==> src/rtl/bitplane_pkg.sv <==
package bitplane_pkg;

  // configuration register selector
  typedef enum logic {
    CFG_COLOUR = 1'b0,
    CFG_PSEL   = 1'b1
  } cfg_sel_e;

  // processor access kind currently held in the window
  typedef enum logic [1:0] {
    SQ_IDLE = 2'd0,
    SQ_READ = 2'd1,
    SQ_RMW  = 2'd2
  } seq_state_e;

endpackage

==> src/rtl/bitplane_slot_timer.sv <==
module bitplane_slot_timer #(
  parameter int SLOT = 8,
  localparam int PHW = $clog2(SLOT)
) (
  input  logic           clk,
  input  logic           rst,
  output logic [PHW-1:0] ph
);

  localparam logic [PHW-1:0] PH_LAST = PHW'(SLOT - 1);

  always_ff @(posedge clk) begin
    if (rst) begin
      ph <= '0;
    end else if (ph == PH_LAST) begin
      ph <= '0;
    end else begin
      ph <= ph + 1'b1;
    end
  end

  AST_SLOT_WRAP: assert property (@(posedge clk) disable iff (rst)
    (ph == PH_LAST) |=> (ph == '0));

endmodule

==> src/rtl/bitplane_sync.sv <==
module bitplane_sync #(
  parameter int STAGES = 2
) (
  input  logic clk,
  input  logic rst,
  input  logic d,
  output logic q
);

  logic [STAGES-1:0] chain;

  always_ff @(posedge clk) begin
    if (rst) begin
      chain <= '0;
    end else begin
      chain <= {chain[STAGES-2:0], d};
    end
  end

  assign q = chain[STAGES-1];

endmodule

==> src/rtl/bitplane_lane.sv <==
module bitplane_lane #(
  parameter int DW = 8
) (
  input  logic          clk,
  input  logic          rst,
  input  logic          load,
  input  logic [DW-1:0] rd_byte,
  input  logic [DW-1:0] mask,
  input  logic          colour_bit,
  output logic [DW-1:0] wr_byte,
  output logic          pix
);

  logic [DW-1:0] shreg;

  // masked pixels take the colour bit, the rest keep the stored value
  always_comb begin
    wr_byte = (rd_byte & ~mask) | (mask & {DW{colour_bit}});
  end

  always_ff @(posedge clk) begin
    if (rst) begin
      shreg <= '0;
    end else if (load) begin
      shreg <= rd_byte;
    end else begin
      shreg <= {shreg[DW-2:0], 1'b0};
    end
  end

  assign pix = shreg[DW-1];

  AST_LOAD_MSB_FIRST: assert property (@(posedge clk) disable iff (rst)
    load |=> (pix == $past(rd_byte[DW-1])));

endmodule

==> src/rtl/bitplane_seq.sv <==
module bitplane_seq
  import bitplane_pkg::*;
#(
  parameter int NPLANES     = 6,
  parameter int AW          = 17,
  parameter int DW          = 8,
  parameter int DISP_CLKS   = 3,
  parameter int RD_CLKS     = 3,
  parameter int WR_CLKS     = 2,
  parameter int SYNC_STAGES = 2
) (
  input  logic                  clk,
  input  logic                  rst,
  input  logic [AW-1:0]         disp_addr,
  output logic [NPLANES-1:0]    pix_out,
  input  logic                  cpu_req,
  input  logic                  cpu_we,
  input  logic [AW-1:0]         cpu_addr,
  input  logic [DW-1:0]         cpu_wdata,
  output logic [DW-1:0]         cpu_rdata,
  output logic                  cpu_wait,
  input  logic                  cfg_we,
  input  logic                  cfg_sel,
  input  logic [NPLANES-1:0]    cfg_wdata,
  output logic [AW-1:0]         sram_addr,
  output logic                  sram_oe,
  output logic                  sram_we,
  output logic [NPLANES*DW-1:0] sram_wdata,
  input  logic [NPLANES*DW-1:0] sram_rdata
);

  localparam int SLOT = DISP_CLKS + RD_CLKS + WR_CLKS;
  localparam int PHW  = $clog2(SLOT);
  localparam int PSW  = $clog2(NPLANES + 1);
  localparam logic [PHW-1:0] PH_START = PHW'(DISP_CLKS - 1);
  localparam logic [PHW-1:0] PH_HOLD  = PHW'(DISP_CLKS);
  localparam logic [PHW-1:0] PH_CAP   = PHW'(DISP_CLKS + RD_CLKS - 1);
  localparam logic [PHW-1:0] PH_LAST  = PHW'(SLOT - 1);
  localparam logic [PHW-1:0] PH_DISP  = PHW'(DISP_CLKS);

  logic [PHW-1:0]        ph;
  logic                  req_s;
  logic                  ack_q;
  seq_state_e            st;
  logic [NPLANES-1:0]    colour_q;
  logic [PSW-1:0]        psel_q;
  logic [DW-1:0]         mask_q;
  logic [DW-1:0]         rd_q [NPLANES];
  logic [DW-1:0]         sel_byte;
  logic [NPLANES*DW-1:0] merged;
  logic                  disp_load;
  cfg_sel_e              cfg_kind;

  // ---------------------------------------------------------------- timing
  bitplane_slot_timer #(.SLOT(SLOT)) u_timer (
    .clk (clk),
    .rst (rst),
    .ph  (ph)
  );

  bitplane_sync #(.STAGES(SYNC_STAGES)) u_req_sync (
    .clk (clk),
    .rst (rst),
    .d   (cpu_req),
    .q   (req_s)
  );

  assign disp_load = (ph == PH_START);

  // ---------------------------------------------------------- config port
  assign cfg_kind = cfg_sel_e'(cfg_sel);

  always_ff @(posedge clk) begin
    if (rst) begin
      colour_q <= '0;
      psel_q   <= '0;
    end else if (cfg_we) begin
      if (cfg_kind == CFG_COLOUR) begin
        colour_q <= cfg_wdata;
      end else begin
        psel_q <= cfg_wdata[PSW-1:0];
      end
    end
  end

  // ---------------------------------------------------------------- lanes
  for (genvar p = 0; p < NPLANES; p++) begin : g_lane
    bitplane_lane #(.DW(DW)) u_lane (
      .clk        (clk),
      .rst        (rst),
      .load       (disp_load),
      .rd_byte    (sram_rdata[p*DW +: DW]),
      .mask       (mask_q),
      .colour_bit (colour_q[p]),
      .wr_byte    (merged[p*DW +: DW]),
      .pix        (pix_out[p])
    );
  end

  // plane selection for reads, zero when out of range
  always_comb begin
    sel_byte = '0;
    for (int p = 0; p < NPLANES; p++) begin
      if (psel_q == PSW'(p)) begin
        sel_byte = rd_q[p];
      end
    end
  end

  // ------------------------------------------------------------ sequencer
  always_ff @(posedge clk) begin
    if (rst) begin
      st         <= SQ_IDLE;
      ack_q      <= 1'b0;
      sram_addr  <= '0;
      sram_oe    <= 1'b1;
      sram_we    <= 1'b0;
      sram_wdata <= '0;
      mask_q     <= '0;
      cpu_rdata  <= '0;
      for (int p = 0; p < NPLANES; p++) begin
        rd_q[p] <= '0;
      end
    end else begin
      if (!req_s && ack_q) begin
        ack_q <= 1'b0;
      end
      if (ph == PH_LAST) begin
        // next slot opens with the display fetch
        sram_addr <= disp_addr;
        sram_oe   <= 1'b1;
        sram_we   <= 1'b0;
        if (st != SQ_IDLE) begin
          ack_q <= 1'b1;
          if (st == SQ_READ) begin
            cpu_rdata <= sel_byte;
          end
          st <= SQ_IDLE;
        end
      end else if (ph == PH_START) begin
        if (req_s && !ack_q) begin
          st        <= cpu_we ? SQ_RMW : SQ_READ;
          sram_addr <= cpu_addr;
          mask_q    <= cpu_wdata;
          sram_oe   <= 1'b1;
        end else begin
          sram_oe <= 1'b0;
        end
      end else if (ph == PH_CAP) begin
        sram_oe <= 1'b0;
        if (st != SQ_IDLE) begin
          for (int p = 0; p < NPLANES; p++) begin
            rd_q[p] <= sram_rdata[p*DW +: DW];
          end
        end
        if (st == SQ_RMW) begin
          sram_we    <= 1'b1;
          sram_wdata <= merged;
        end
      end
    end
  end

  // wait follows the request edge at once, and clears on the handshake
  assign cpu_wait = cpu_req ? ~ack_q : ack_q;

  // ----------------------------------------------------------- assertions
  AST_DISP_OE: assert property (@(posedge clk) disable iff (rst)
    (ph < PH_DISP) |-> sram_oe);

  AST_WE_WINDOW: assert property (@(posedge clk) disable iff (rst)
    sram_we |-> (ph > PH_CAP));

  AST_WE_OE_EXCL: assert property (@(posedge clk) disable iff (rst)
    !(sram_we && sram_oe));

  AST_ADDR_HELD: assert property (@(posedge clk) disable iff (rst)
    ((st != SQ_IDLE) && (ph > PH_HOLD)) |-> $stable(sram_addr));

  AST_ACK_AT_END: assert property (@(posedge clk) disable iff (rst)
    $rose(ack_q) |-> ($past(ph) == PH_LAST));

  AST_RDATA_ON_READ: assert property (@(posedge clk) disable iff (rst)
    !$stable(cpu_rdata) |-> ((ph == '0) && ($past(st) == SQ_READ)));

endmodule

==> config.mk <==
export PLATFORM = sky130hd
export DESIGN_NAME = bitplane_seq
export DESIGN_NICKNAME = d
export VERILOG_FILES = /design/src/rtl/bitplane_pkg.sv /design/src/rtl/bitplane_slot_timer.sv /design/src/rtl/bitplane_sync.sv /design/src/rtl/bitplane_lane.sv /design/src/rtl/bitplane_seq.sv
export SDC_FILE = /design/constraint.sdc
export NUM_CORES = 1
export LEC_CHECK = 0
export BUFFER_PORTS_ARGS = -buffer_cell sky130_fd_sc_hd__buf_2
export CAP_MARGIN = 15
export CORE_ASPECT_RATIO = 0.8
export CORE_MARGIN = 2
export CORE_UTILIZATION = 55
export CTS_CLUSTER_SIZE = 28
export DETAILED_ROUTE_END_ITERATION = 10
export GPL_ROUTABILITY_DRIVEN = 0
export PLACE_DENSITY = 0.81
export SYNTH_ARGS = -nofsm -noshare
export SYNTH_HDL_FRONTEND = slang
export SYNTH_SLANG_ARGS = --single-unit
export TNS_END_PERCENT = 50
==> constraint.sdc <==
create_clock -name clk -period 10.5 [get_ports clk]
set_clock_uncertainty 0.15 [all_clocks]
set_input_delay 2.1 -clock clk [delete_from_list [all_inputs] [get_ports clk]]
set_output_delay 2.1 -clock clk [all_outputs]
set_load 0.02 [all_outputs]
==> results of run 1 <==
## flip-flops by register name, summed over array words and instances, names as in the netlist, 2 cells and up
signal and flops:
g_lane.u_lane.shreg 48, rd_q 48, sram_wdata 48, sram_addr 17, cpu_rdata 8, mask_q 8, colour_q 6, psel_q 3
u_timer.ph 3, st 2, u_req_sync.chain 2
## cells in the mapped netlist, types with 4 or more instances
library cell | count | area share
and2_1 | 55 | 0.041
dfxtp_1 | 148 | 0.35
a211oi_2 | 48 | 0.072
mux2i_1 | 92 | 0.11
o21ai_0 | 16 | 0.0096
nand3b_1 | 8 | 0.0072
clkbuf_1 | 30 | 0.013
a21oi_1 | 51 | 0.031
a211oi_1 | 18 | 0.016
nor3_1 | 7 | 0.0042
buf_6 | 10 | 0.013
buf_4 | 10 | 0.0090
nor2_1 | 94 | 0.042
nand2_1 | 95 | 0.043
nand3_1 | 10 | 0.0060
buf_2 | 10 | 0.0060
ha_1 | 4 | 0.0060
buf_1 | 15 | 0.0067
edfxtp_1 | 48 | 0.17
nor2b_1 | 5 | 0.0037
a221oi_1 | 4 | 0.0042
## metrics by stage
stage / cell area, um2 / total power, mW / std cells
after floorplan: 8360 / 0.886 / 804
after global placement: 9170 / 0.931 / 1107
after detailed placement: 9170 / 0.933 / 1107
after CTS: 9740 / 1.55 / 1139
after global routing: 9740 / 1.60 / 1139
final: 9740 / 1.55 / 1139
## layout make-up
class	count	area, um2	area share
clock buffer	22	464	0.0476
multi-input combinational	528	3540	0.364
tap	189	236	0.0243
inverter	3	11.3	0.00116
sequential	196	4400	0.452
clock inverter	10	105	0.0108
timing repair buffer	191	978	0.100
## kinds of logic (layout without fill, tap and decap cells)
logic type / Yosys count / in the layout / share of synthesized area
AND/OR/NAND/NOR: 286 / 286 / 0.160
adder cells (fa/ha/maj): 4 / 4 / 0.00599
multiplexers: 92 / 92 / 0.110
XOR/XNOR: 1 / 1 / 0.00105
AO/OA/AOI/OAI: 145 / 145 / 0.145
buffers and inverters: 80 / 226 / 0.0512
flip-flops: 196 / 196 / 0.527
## worst max-delay path by stage
| stage | slack (ns) | end | cells past startpoint | start |
|---|---|---|---|---|
| 3_3_place_gp | 5.75 | cpu_wait | 3 | cpu_req |
| 6_report | 5.76 | cpu_wait | 3 | cpu_req |
| 3_5_place_dp | 5.76 | cpu_wait | 3 | cpu_req |
| 2_1_floorplan | 5.80 | cpu_wait | 1 | cpu_req |
| 5_1_grt | 5.72 | cpu_wait | 3 | cpu_req |
| 4_1_cts | 5.76 | cpu_wait | 3 | cpu_req |
## power groups by stage
stage          clock [mW]  sequential (mW)  combinational, mW
2_1_floorplan           0            0.818             0.0679
3_5_place_dp            0            0.823              0.110
3_3_place_gp            0            0.822              0.109
4_1_cts             0.636            0.806              0.112
5_1_grt             0.667            0.809              0.122
6_report            0.634            0.806              0.112
## worst min-delay path, cell delays in order, from the launching register on
cell	delay (ns)
dfxtp_1	0.30
nand2_1	0.04
a21oi_1	0.05
## layer usage
metal,up-vias,wire (um),GRT usage
met1,2995,9410,0.375
met5,-,0,0
li1,3045,-,-
met2,245,9070,0.377
met4,0,309,0.0820
met3,30,1920,0.0694
==> flow_summary.ini, run 1 <==
[status]
run_status = finished, final reports clean

[clocking]
cts_tree = built
cts_hold_buf = 0
clk_transition_reported_paths_ns = 0.06
post_cts.repair.setup_buffers = 0
tritoncts.num_buffers = 17
htree_levels = 4
cts.sink_count = 196
cts_resized = 0
worstSkewPairLatency_ns = 0.44
clockBufferDepth = 2
root_buffer = clkbuf_16

[yosys]
synth_seq_area_share = 0.527
syn_nets = 910
synth_area_per_cell_um2 = 10.4
ys_async_sr_fraction = 0
synth-main-ff-cell = dfxtp_1
synth-edff-count = 48
netlist_instances = 804
area_of_the_mapped_netlist_um2 = 8360
synth_seq_cells = 196
synth_cell_types = 39
synth.yosys.warnings = 0

[worst_setup_path]
cell_family_contributing_the_most_delay_on_the_critical_path = buffers and inverters
critPathBufInv = 2
r2r_setup_slack_ns = 7.63
timing_worst_setup_path_type = input pin to output pin
worst_r2r_endpoint = sram_wdata[36]$_SDFFE_PP0P_
critPathMaxFanout = 2
worst_r2r_path_depth = 6
source_of_the_worst_register_to_register_timing_path = u_timer.ph[0]$_SDFF_PP0_
timing.critical_path.to_type = output pin
critPathLaunchType = input pin
critPathRequiredTime_ns = 8.25
cp.arrival_ns = 2.49
slowest_stage = buf_2
cpPeakStageDelay_ns = 0.17
critical_path_cell_sequence = buf_2 > xor2_1 > buf_2
critical_path.most_common_cell = buf_2

[pwr]
power.static_leakage_nw = 3.67
pwr-share-clk = 0.408
power.share.combinational = 0.072
sw_frac_of_total = 0.231
internal-power_mw = 1.19
switching_power_of_the_nets_mw = 0.359
vdd.ir_drop.worst_mv = 0.121
pwr_density_cell_nw_per_um2 = 159
power.sequential.fraction = 0.519

[layout]
num-fill-cells = 1179
drive_gt1_frac = 0.292
commonest_cells_after_routing_fill_and_taps_aside = buf_2 (182), dfxtp_1 (148), nand2_1 (95)
leading_cell_type_in_the_layout_fill_and_taps_excluded = buf_2
layout.nets = 1043
final_core_utilization = 0.653
area_growth_syn_to_layout_pct = 16.6
antenna-diode-count = 0

[floorplan]
row_count = 40
design.portCount = 184
start_util = 0.560
die_area_um2 = 16200
core_area_um2 = 14900
die_w_um = 142
die_h_um = 114

[global_routing]
number_of_antenna_violations_at_the_first_check_in_global_routing = 0
grt_pass1_wl_mm = 32.0
track_usage = 0.258
globalRoute.totalOverflow = 0
grt_start_max_net_pins = 90
first_global_vias = 5826

[route]
vias = 6315
final_antenna_net_count = 0
routed_via_density = 5.54
drc = 0
dr.first_iter.drc_count = 582
finalWirelength_mm = 20.7
routed_wire_length_per_instance_um = 18.2
detail_route.first_pass.iterations = 5

[sta]
rsz0062_at_grt = no
timing.setup.tns_ns = 0
achievable-frequency_mhz = 211
fin_crit_ns = 4.74
slew-limit-headroom = 0.284
hold-worst-slack_ns = 0.290
timing.final.hold_violations = 0
final_critical_path_setup_slack_ns = 5.76
layout_worst_path_cycle_share = 0.451
report.final.setup_viol = 0
timing_worst_slew_pin_value_ns = 1.07
slew_violations = 0

[min_path]
holdPathStages = 2
timing.hold.worst.class = flop to flop
hold_path.startpoint = g_lane[5].u_lane.shreg[1]$_SDFF_PP0_
hold_end = g_lane[5].u_lane.shreg[2]$_SDFF_PP0_

[placed_design]
detailedPlace.worstSlack_ns = 5.76
place_hpwl_mm = 14.1
io_buffer_count = 183

[flow_run]
cap_viol_max_count = 0
Note: power is estimated with default switching activity, not from simulation.
==> run 2, diff against run 1 <==
--- a/config.mk
+++ b/config.mk
@@ -9,11 +9,11 @@
 export CAP_MARGIN = 15
 export CORE_ASPECT_RATIO = 0.8
 export CORE_MARGIN = 2
-export CORE_UTILIZATION = 55
+export CORE_UTILIZATION = 49
 export CTS_CLUSTER_SIZE = 28
 export DETAILED_ROUTE_END_ITERATION = 10
 export GPL_ROUTABILITY_DRIVEN = 0
-export PLACE_DENSITY = 0.81
+export PLACE_DENSITY = 0.76
 export SYNTH_ARGS = -nofsm -noshare
 export SYNTH_HDL_FRONTEND = slang
 export SYNTH_SLANG_ARGS = --single-unit
==> constraint.sdc (replaced) <==
create_clock -name clk -period 4.2 [get_ports clk]
set_clock_uncertainty 0.15 [all_clocks]
set_input_delay 0.84 -clock clk [delete_from_list [all_inputs] [get_ports clk]]
set_output_delay 0.84 -clock clk [all_outputs]
set_load 0.02 [all_outputs]
==> run 2 against run 1 <==
Global-route usage shrank 1.9 points. Critical path type is now flop to flop. Die area grew 12%. Wire length grew 3.1%. Setup slack lost 4.5 ns.
==> flow_summary.ini, run 2 (synthesis gave the netlist of run 1 again) <==
[status]
run_status = finished, final reports clean

[pwr]
vdd.ir_drop.worst_mv = 0.291
switching_power_of_the_nets_mw = 0.878
internal-power_mw = 3.01
sw_frac_of_total = 0.226
pwr-share-clk = 0.408
power.static_leakage_nw = 3.67
pwr_density_cell_nw_per_um2 = 397
power.share.combinational = 0.073
power.sequential.fraction = 0.518

[clocking]
post_cts.repair.setup_buffers = 0
root_buffer = clkbuf_16
tritoncts.num_buffers = 17
htree_levels = 4
worstSkewPairLatency_ns = 0.44
clk_transition_reported_paths_ns = 0.06
cts_hold_buf = 0
cts.sink_count = 196
cts_tree = built
clockBufferDepth = 2
cts_resized = 0

[route]
vias = 6247
routed_via_density = 5.36
dr.first_iter.drc_count = 525
detail_route.first_pass.iterations = 6
finalWirelength_mm = 21.3
drc = 0
routed_wire_length_per_instance_um = 18.3
final_antenna_net_count = 0

[layout]
reg_top3 = g_lane.u_lane.shreg: 48 flops, rd_q: 48 flops, sram_wdata: 48 flops
area_growth_syn_to_layout_pct = 17.3
multi_input_area_um2 = 3550
leading_cell_type_in_the_layout_fill_and_taps_excluded = buf_2
num-fill-cells = 1431
commonest_cells_after_routing_fill_and_taps_aside = buf_2 (182), dfxtp_1 (148), nand2_1 (95)
layout.nets = 1041
drive_gt1_frac = 0.289
antenna-diode-count = 0
regArea_um2 = 4400
instances_no_fill = 1166

[sta]
final_critical_path_setup_slack_ns = 1.23
report.final.setup_viol = 0
rsz0062_at_grt = no
layout_worst_path_cycle_share = 0.707
fin_crit_ns = 2.97
slew-limit-headroom = 0.294
timing.final.hold_violations = 0
timing_worst_slew_pin_value_ns = 1.06
timing.setup.tns_ns = 0
slew_violations = 0
achievable-frequency_mhz = 337

[worst_setup_path]
critPathLaunchType = flop
timing.critical_path.to_type = flop
critPathMaxFanout = 23
worst_r2r_endpoint = cpu_rdata[2]$_SDFFE_PP0P_
timing_worst_setup_path_type = flop to flop
worst_r2r_path_depth = 7
endpoint = cpu_rdata[2]$_SDFFE_PP0P_
startpoint = u_timer.ph[0]$_SDFF_PP0_
source_of_the_worst_register_to_register_timing_path = u_timer.ph[0]$_SDFF_PP0_
critPathRequiredTime_ns = 4.35
cp.arrival_ns = 3.12
r2r_setup_slack_ns = 1.23

[placed_design]
io_buffer_count = 183
place_hpwl_mm = 14.9
detailedPlace.worstSlack_ns = 1.28
place.detailed.instances = 1136

[floorplan]
row_count = 42
die_area_um2 = 18100
die_w_um = 150
start_util = 0.503
core_area_um2 = 16600
design.portCount = 184
die_h_um = 121

[global_routing]
number_of_antenna_violations_at_the_first_check_in_global_routing = 0
track_usage = 0.240
first_global_vias = 5703
grt_start_max_net_pins = 113
globalRoute.totalOverflow = 0
grt_pass1_wl_mm = 32.6

[flow_run]
cap_viol_max_count = 0

[min_path]
timing.hold.worst.class = flop to flop
-- run 2: critical path, stage by stage, from the launching register on --
cell and delay, ns:
dfxtp_1 0.38, ha_1 0.26, ha_1 0.41, buf_4 0.41, and3b_1 0.57, nand2_1 0.23
a221oi_1 0.33, nor3_1 0.09
-- run 2: worst min-delay path by stage --
stage                     cells past startpoint                            startpoint  slack (ns)                                   end
after global placement                        1        u_req_sync.chain[0]$_SDFF_PP0_        0.27        u_req_sync.chain[1]$_SDFF_PP0_
after CTS                                     2  g_lane[4].u_lane.shreg[2]$_SDFF_PP0_        0.29  g_lane[4].u_lane.shreg[3]$_SDFF_PP0_
after detailed placement                      2  g_lane[2].u_lane.shreg[5]$_SDFF_PP0_        0.28  g_lane[2].u_lane.shreg[6]$_SDFF_PP0_
after floorplan                               1        u_req_sync.chain[0]$_SDFF_PP0_        0.26        u_req_sync.chain[1]$_SDFF_PP0_
after global routing                          2  g_lane[4].u_lane.shreg[2]$_SDFF_PP0_        0.30  g_lane[4].u_lane.shreg[3]$_SDFF_PP0_
final                                         2  g_lane[3].u_lane.shreg[5]$_SDFF_PP0_        0.29  g_lane[3].u_lane.shreg[6]$_SDFF_PP0_
-- run 2: routing by layer --
metal | share of wire | wire, um | global-route usage | vias to the layer above
met5 | 0 | 0 | 0 | -
met4 | 0.016 | 331 | 0.0708 | 0
met3 | 0.088 | 1870 | 0.0709 | 29
met2 | 0.44 | 9320 | 0.336 | 219
met1 | 0.46 | 9810 | 0.355 | 2956
li1 | - | - | - | 3043
-- run 2: power groups by stage --
stage | registers (mW) | logic (mW) | clock network (mW)
3_5_place_dp | 2.06 | 0.280 | 0
4_1_cts | 2.02 | 0.282 | 1.60
2_1_floorplan | 2.04 | 0.170 | 0
3_3_place_gp | 2.06 | 0.278 | 0
6_report | 2.02 | 0.285 | 1.59
5_1_grt | 2.02 | 0.309 | 1.68
-- run 2: area by class of cell --
class                   instances  area share
clock inverters                 6     0.00804
inverters                       3     0.00115
multi-input cells             528       0.362
flip-flops and latches        196       0.449
clock buffers                  24      0.0502
repair buffers                189       0.101
well taps                     220      0.0281
-- run 2: stage by stage --
stage | instance area [um2] | hold slack, ns | util | total power, mW
finish | 9800 | 0.289 | 0.590 | 3.89
global route | 9800 | 0.301 | 0.590 | 4.01
CTS | 9800 | 0.287 | 0.590 | 3.90
detailed placement | 9230 | 0.279 | 0.556 | 2.34
global placement | 9230 | 0.269 | 0.556 | 2.33
floorplan | 8360 | 0.264 | - | 2.21
==> run 3, diff against run 2 <==
--- a/config.mk
+++ b/config.mk
@@ -9,11 +9,11 @@
 export CAP_MARGIN = 15
 export CORE_ASPECT_RATIO = 0.8
 export CORE_MARGIN = 2
-export CORE_UTILIZATION = 49
+export CORE_UTILIZATION = 54
 export CTS_CLUSTER_SIZE = 28
 export DETAILED_ROUTE_END_ITERATION = 10
 export GPL_ROUTABILITY_DRIVEN = 0
-export PLACE_DENSITY = 0.76
+export PLACE_DENSITY = 0.79
 export SYNTH_ARGS = -nofsm -noshare
 export SYNTH_HDL_FRONTEND = slang
 export SYNTH_SLANG_ARGS = --single-unit
==> constraint.sdc (replaced) <==
create_clock -name clk -period 2.8 [get_ports clk]
set_clock_uncertainty 0.15 [all_clocks]
set_input_delay 0.56 -clock clk [delete_from_list [all_inputs] [get_ports clk]]
set_output_delay 0.56 -clock clk [all_outputs]
set_load 0.02 [all_outputs]
==> run 3 against run 2 <==
Non-clock buffer count grew 7. Die area fell by 9.0%. Combinational power is 55% higher. Final area rose by 1.0%. Register-to-register slack got worse by 0.73 ns. Global-route usage rose by 1.8 points. Cell count is essentially flat. Maximum frequency grew 29%. Count of clock-buffer cells in the layout decreased by 5. First-iteration DRC count is 3.4% higher. Highest routed layer unchanged.
==> flow_summary.ini, run 3 (synthesis gave the netlist of run 1 again) <==
[global_routing]
number_of_antenna_violations_at_the_first_check_in_global_routing = 0
globalRoute.totalOverflow = 0
grt_pass1_wl_mm = 32.1
first_global_vias = 5901
grt_start_max_net_pins = 97
track_usage = 0.258

[pwr]
switching_power_of_the_nets_mw = 1.38
power.static_leakage_nw = 3.73
vdd.ir_drop.worst_mv = 0.439
pwr-share-clk = 0.418
power.sequential.fraction = 0.508
pwr_density_cell_nw_per_um2 = 600
internal-power_mw = 4.56
power.share.combinational = 0.074
sw_frac_of_total = 0.232

[clocking]
tritoncts.num_buffers = 17
post_cts.repair.setup_buffers = 0
clk_transition_reported_paths_ns = 0.07
worstSkewPairLatency_ns = 0.43
htree_levels = 4
cts_resized = 0
clockBufferDepth = 2
cts_hold_buf = 0
cts.sink_count = 196
cts_tree = built
root_buffer = clkbuf_16

[layout]
leading_cell_type_in_the_layout_fill_and_taps_excluded = buf_2
design_area_um2 = 9900
antenna-diode-count = 0
drive_gt1_frac = 0.297
area_growth_syn_to_layout_pct = 18.5
num-fill-cells = 1181
reg_top3 = g_lane.u_lane.shreg: 48 flops, rd_q: 48 flops, sram_wdata: 48 flops
commonest_cells_after_routing_fill_and_taps_aside = buf_2 (182), dfxtp_1 (148), nand2_1 (95)
layout.nets = 1048

[worst_setup_path]
source_of_the_worst_register_to_register_timing_path = u_timer.ph[0]$_SDFF_PP0_
worst_r2r_path_depth = 7
r2r_setup_slack_ns = 0.51
timing.critical_path.to_type = flop
worst_r2r_endpoint = st[0]$_SDFFE_PP0P_
timing_worst_setup_path_type = flop to flop
critPathRequiredTime_ns = 2.96
cp.arrival_ns = 2.45
critPathLaunchType = flop
critPathMaxFanout = 37

[route]
vias = 6314
detail_route.first_pass.iterations = 5
drc = 0
dr.first_iter.drc_count = 543
routed_via_density = 5.42
finalWirelength_mm = 20.9
final_antenna_net_count = 0
routed_wire_length_per_instance_um = 17.9

[status]
run_status = finished, final reports clean

[min_path]
hold_path.startpoint = cpu_wdata[3]
timing.hold.worst.class = input pin to flop
holdPathStages = 3
hold_end = mask_q[3]$_SDFFE_PP0P_

[floorplan]
start_util = 0.555
row_count = 40
design.portCount = 184
die_area_um2 = 16500
core_area_um2 = 15100
die_w_um = 143
die_h_um = 115

[sta]
layout_worst_path_cycle_share = 0.820
slew_violations = 0
fin_crit_ns = 2.29
rsz0062_at_grt = no
report.final.setup_viol = 0
achievable-frequency_mhz = 436
timing_worst_slew_pin_value_ns = 0.829
timing.final.hold_violations = 0
timing.setup.tns_ns = 0
slew-limit-headroom = 0.447

[placed_design]
detailed_place.area_um2 = 9300
io_buffer_count = 183
place_hpwl_mm = 14.6

[flow_run]
cap_viol_max_count = 0
-- run 3: cell types whose count changed in the layout (fill, tap and decap cells not counted), sizes merged --
| cell | delta |
|---|---|
| clkinvlp | +1 |
| clkinv | +5 |
| clkbuf | -5 |
| buf | +7 |
| bufinv | +1 |
-- run 3: routing by layer --
| metal | GRT usage | vias up | share of wire |
|---|---|---|---|
| li1 | - | 3057 | - |
| met1 | 0.374 | 2984 | 0.46 |
| met2 | 0.372 | 249 | 0.44 |
| met3 | 0.0771 | 24 | 0.090 |
| met4 | 0.0785 | 0 | 0.013 |
| met5 | 0 | - | 0 |
-- run 3: stage by stage --
stage	power (mW)	setup WS, ns	std cells	hold WS (ns)	util
global placement	3.51	0.572	1133	0.269	0.617
finish	5.94	0.505	1165	0.222	0.657
floorplan	3.32	0.264	804	0.264	-
global route	6.13	0.318	1165	0.216	0.657
detailed placement	3.52	0.535	1133	0.276	0.617
CTS	5.96	0.495	1165	0.205	0.657
-- run 3: how the worst max path moves through the flow --
stage                                   from                         to  slack (ns)  depth (start not counted)
finish              u_timer.ph[0]$_SDFF_PP0_         st[0]$_SDFFE_PP0P_        0.51                          7
detailed placement  u_timer.ph[0]$_SDFF_PP0_         st[0]$_SDFFE_PP0P_        0.54                          7
global placement    u_timer.ph[0]$_SDFF_PP0_         st[0]$_SDFFE_PP0P_        0.57                          7
floorplan           u_timer.ph[0]$_SDFF_PP0_   rd_q[0][0]$_SDFFCE_PN0P_        0.26                          5
global route        u_timer.ph[0]$_SDFF_PP0_  sram_addr[8]$_SDFFE_PP0P_        0.32                          7
CTS                 u_timer.ph[0]$_SDFF_PP0_         st[0]$_SDFFE_PP0P_        0.49                          7
-- run 3: final cells by class --
| class | count | area (um2) | area share |
|---|---|---|---|
| repair buffers | 196 | 1080 | 0.109 |
| multi-input cells | 528 | 3540 | 0.358 |
| clock inverters | 13 | 158 | 0.0159 |
| inverters | 3 | 11.3 | 0.00114 |
| well taps | 210 | 263 | 0.0265 |
| clock buffers | 19 | 443 | 0.0447 |
| flip-flops and latches | 196 | 4400 | 0.445 |
-- run 3: worst max-delay path, cell delays in order (launching register included) --
cell	delay [ns]
dfxtp_1	0.39
ha_1	0.25
ha_1	0.19
buf_4	0.39
a2bb2oi_4	0.17
buf_4	0.34
mux2i_1	0.23
nor2_1	0.05
-- run 3: power groups by stage --
stage	Combinational (mW)	Clock (mW)	Sequential, mW
global route	0.480	2.62	3.03
floorplan	0.256	0	3.06
global placement	0.428	0	3.08
CTS	0.440	2.50	3.02
detailed placement	0.435	0	3.08
finish	0.442	2.48	3.02
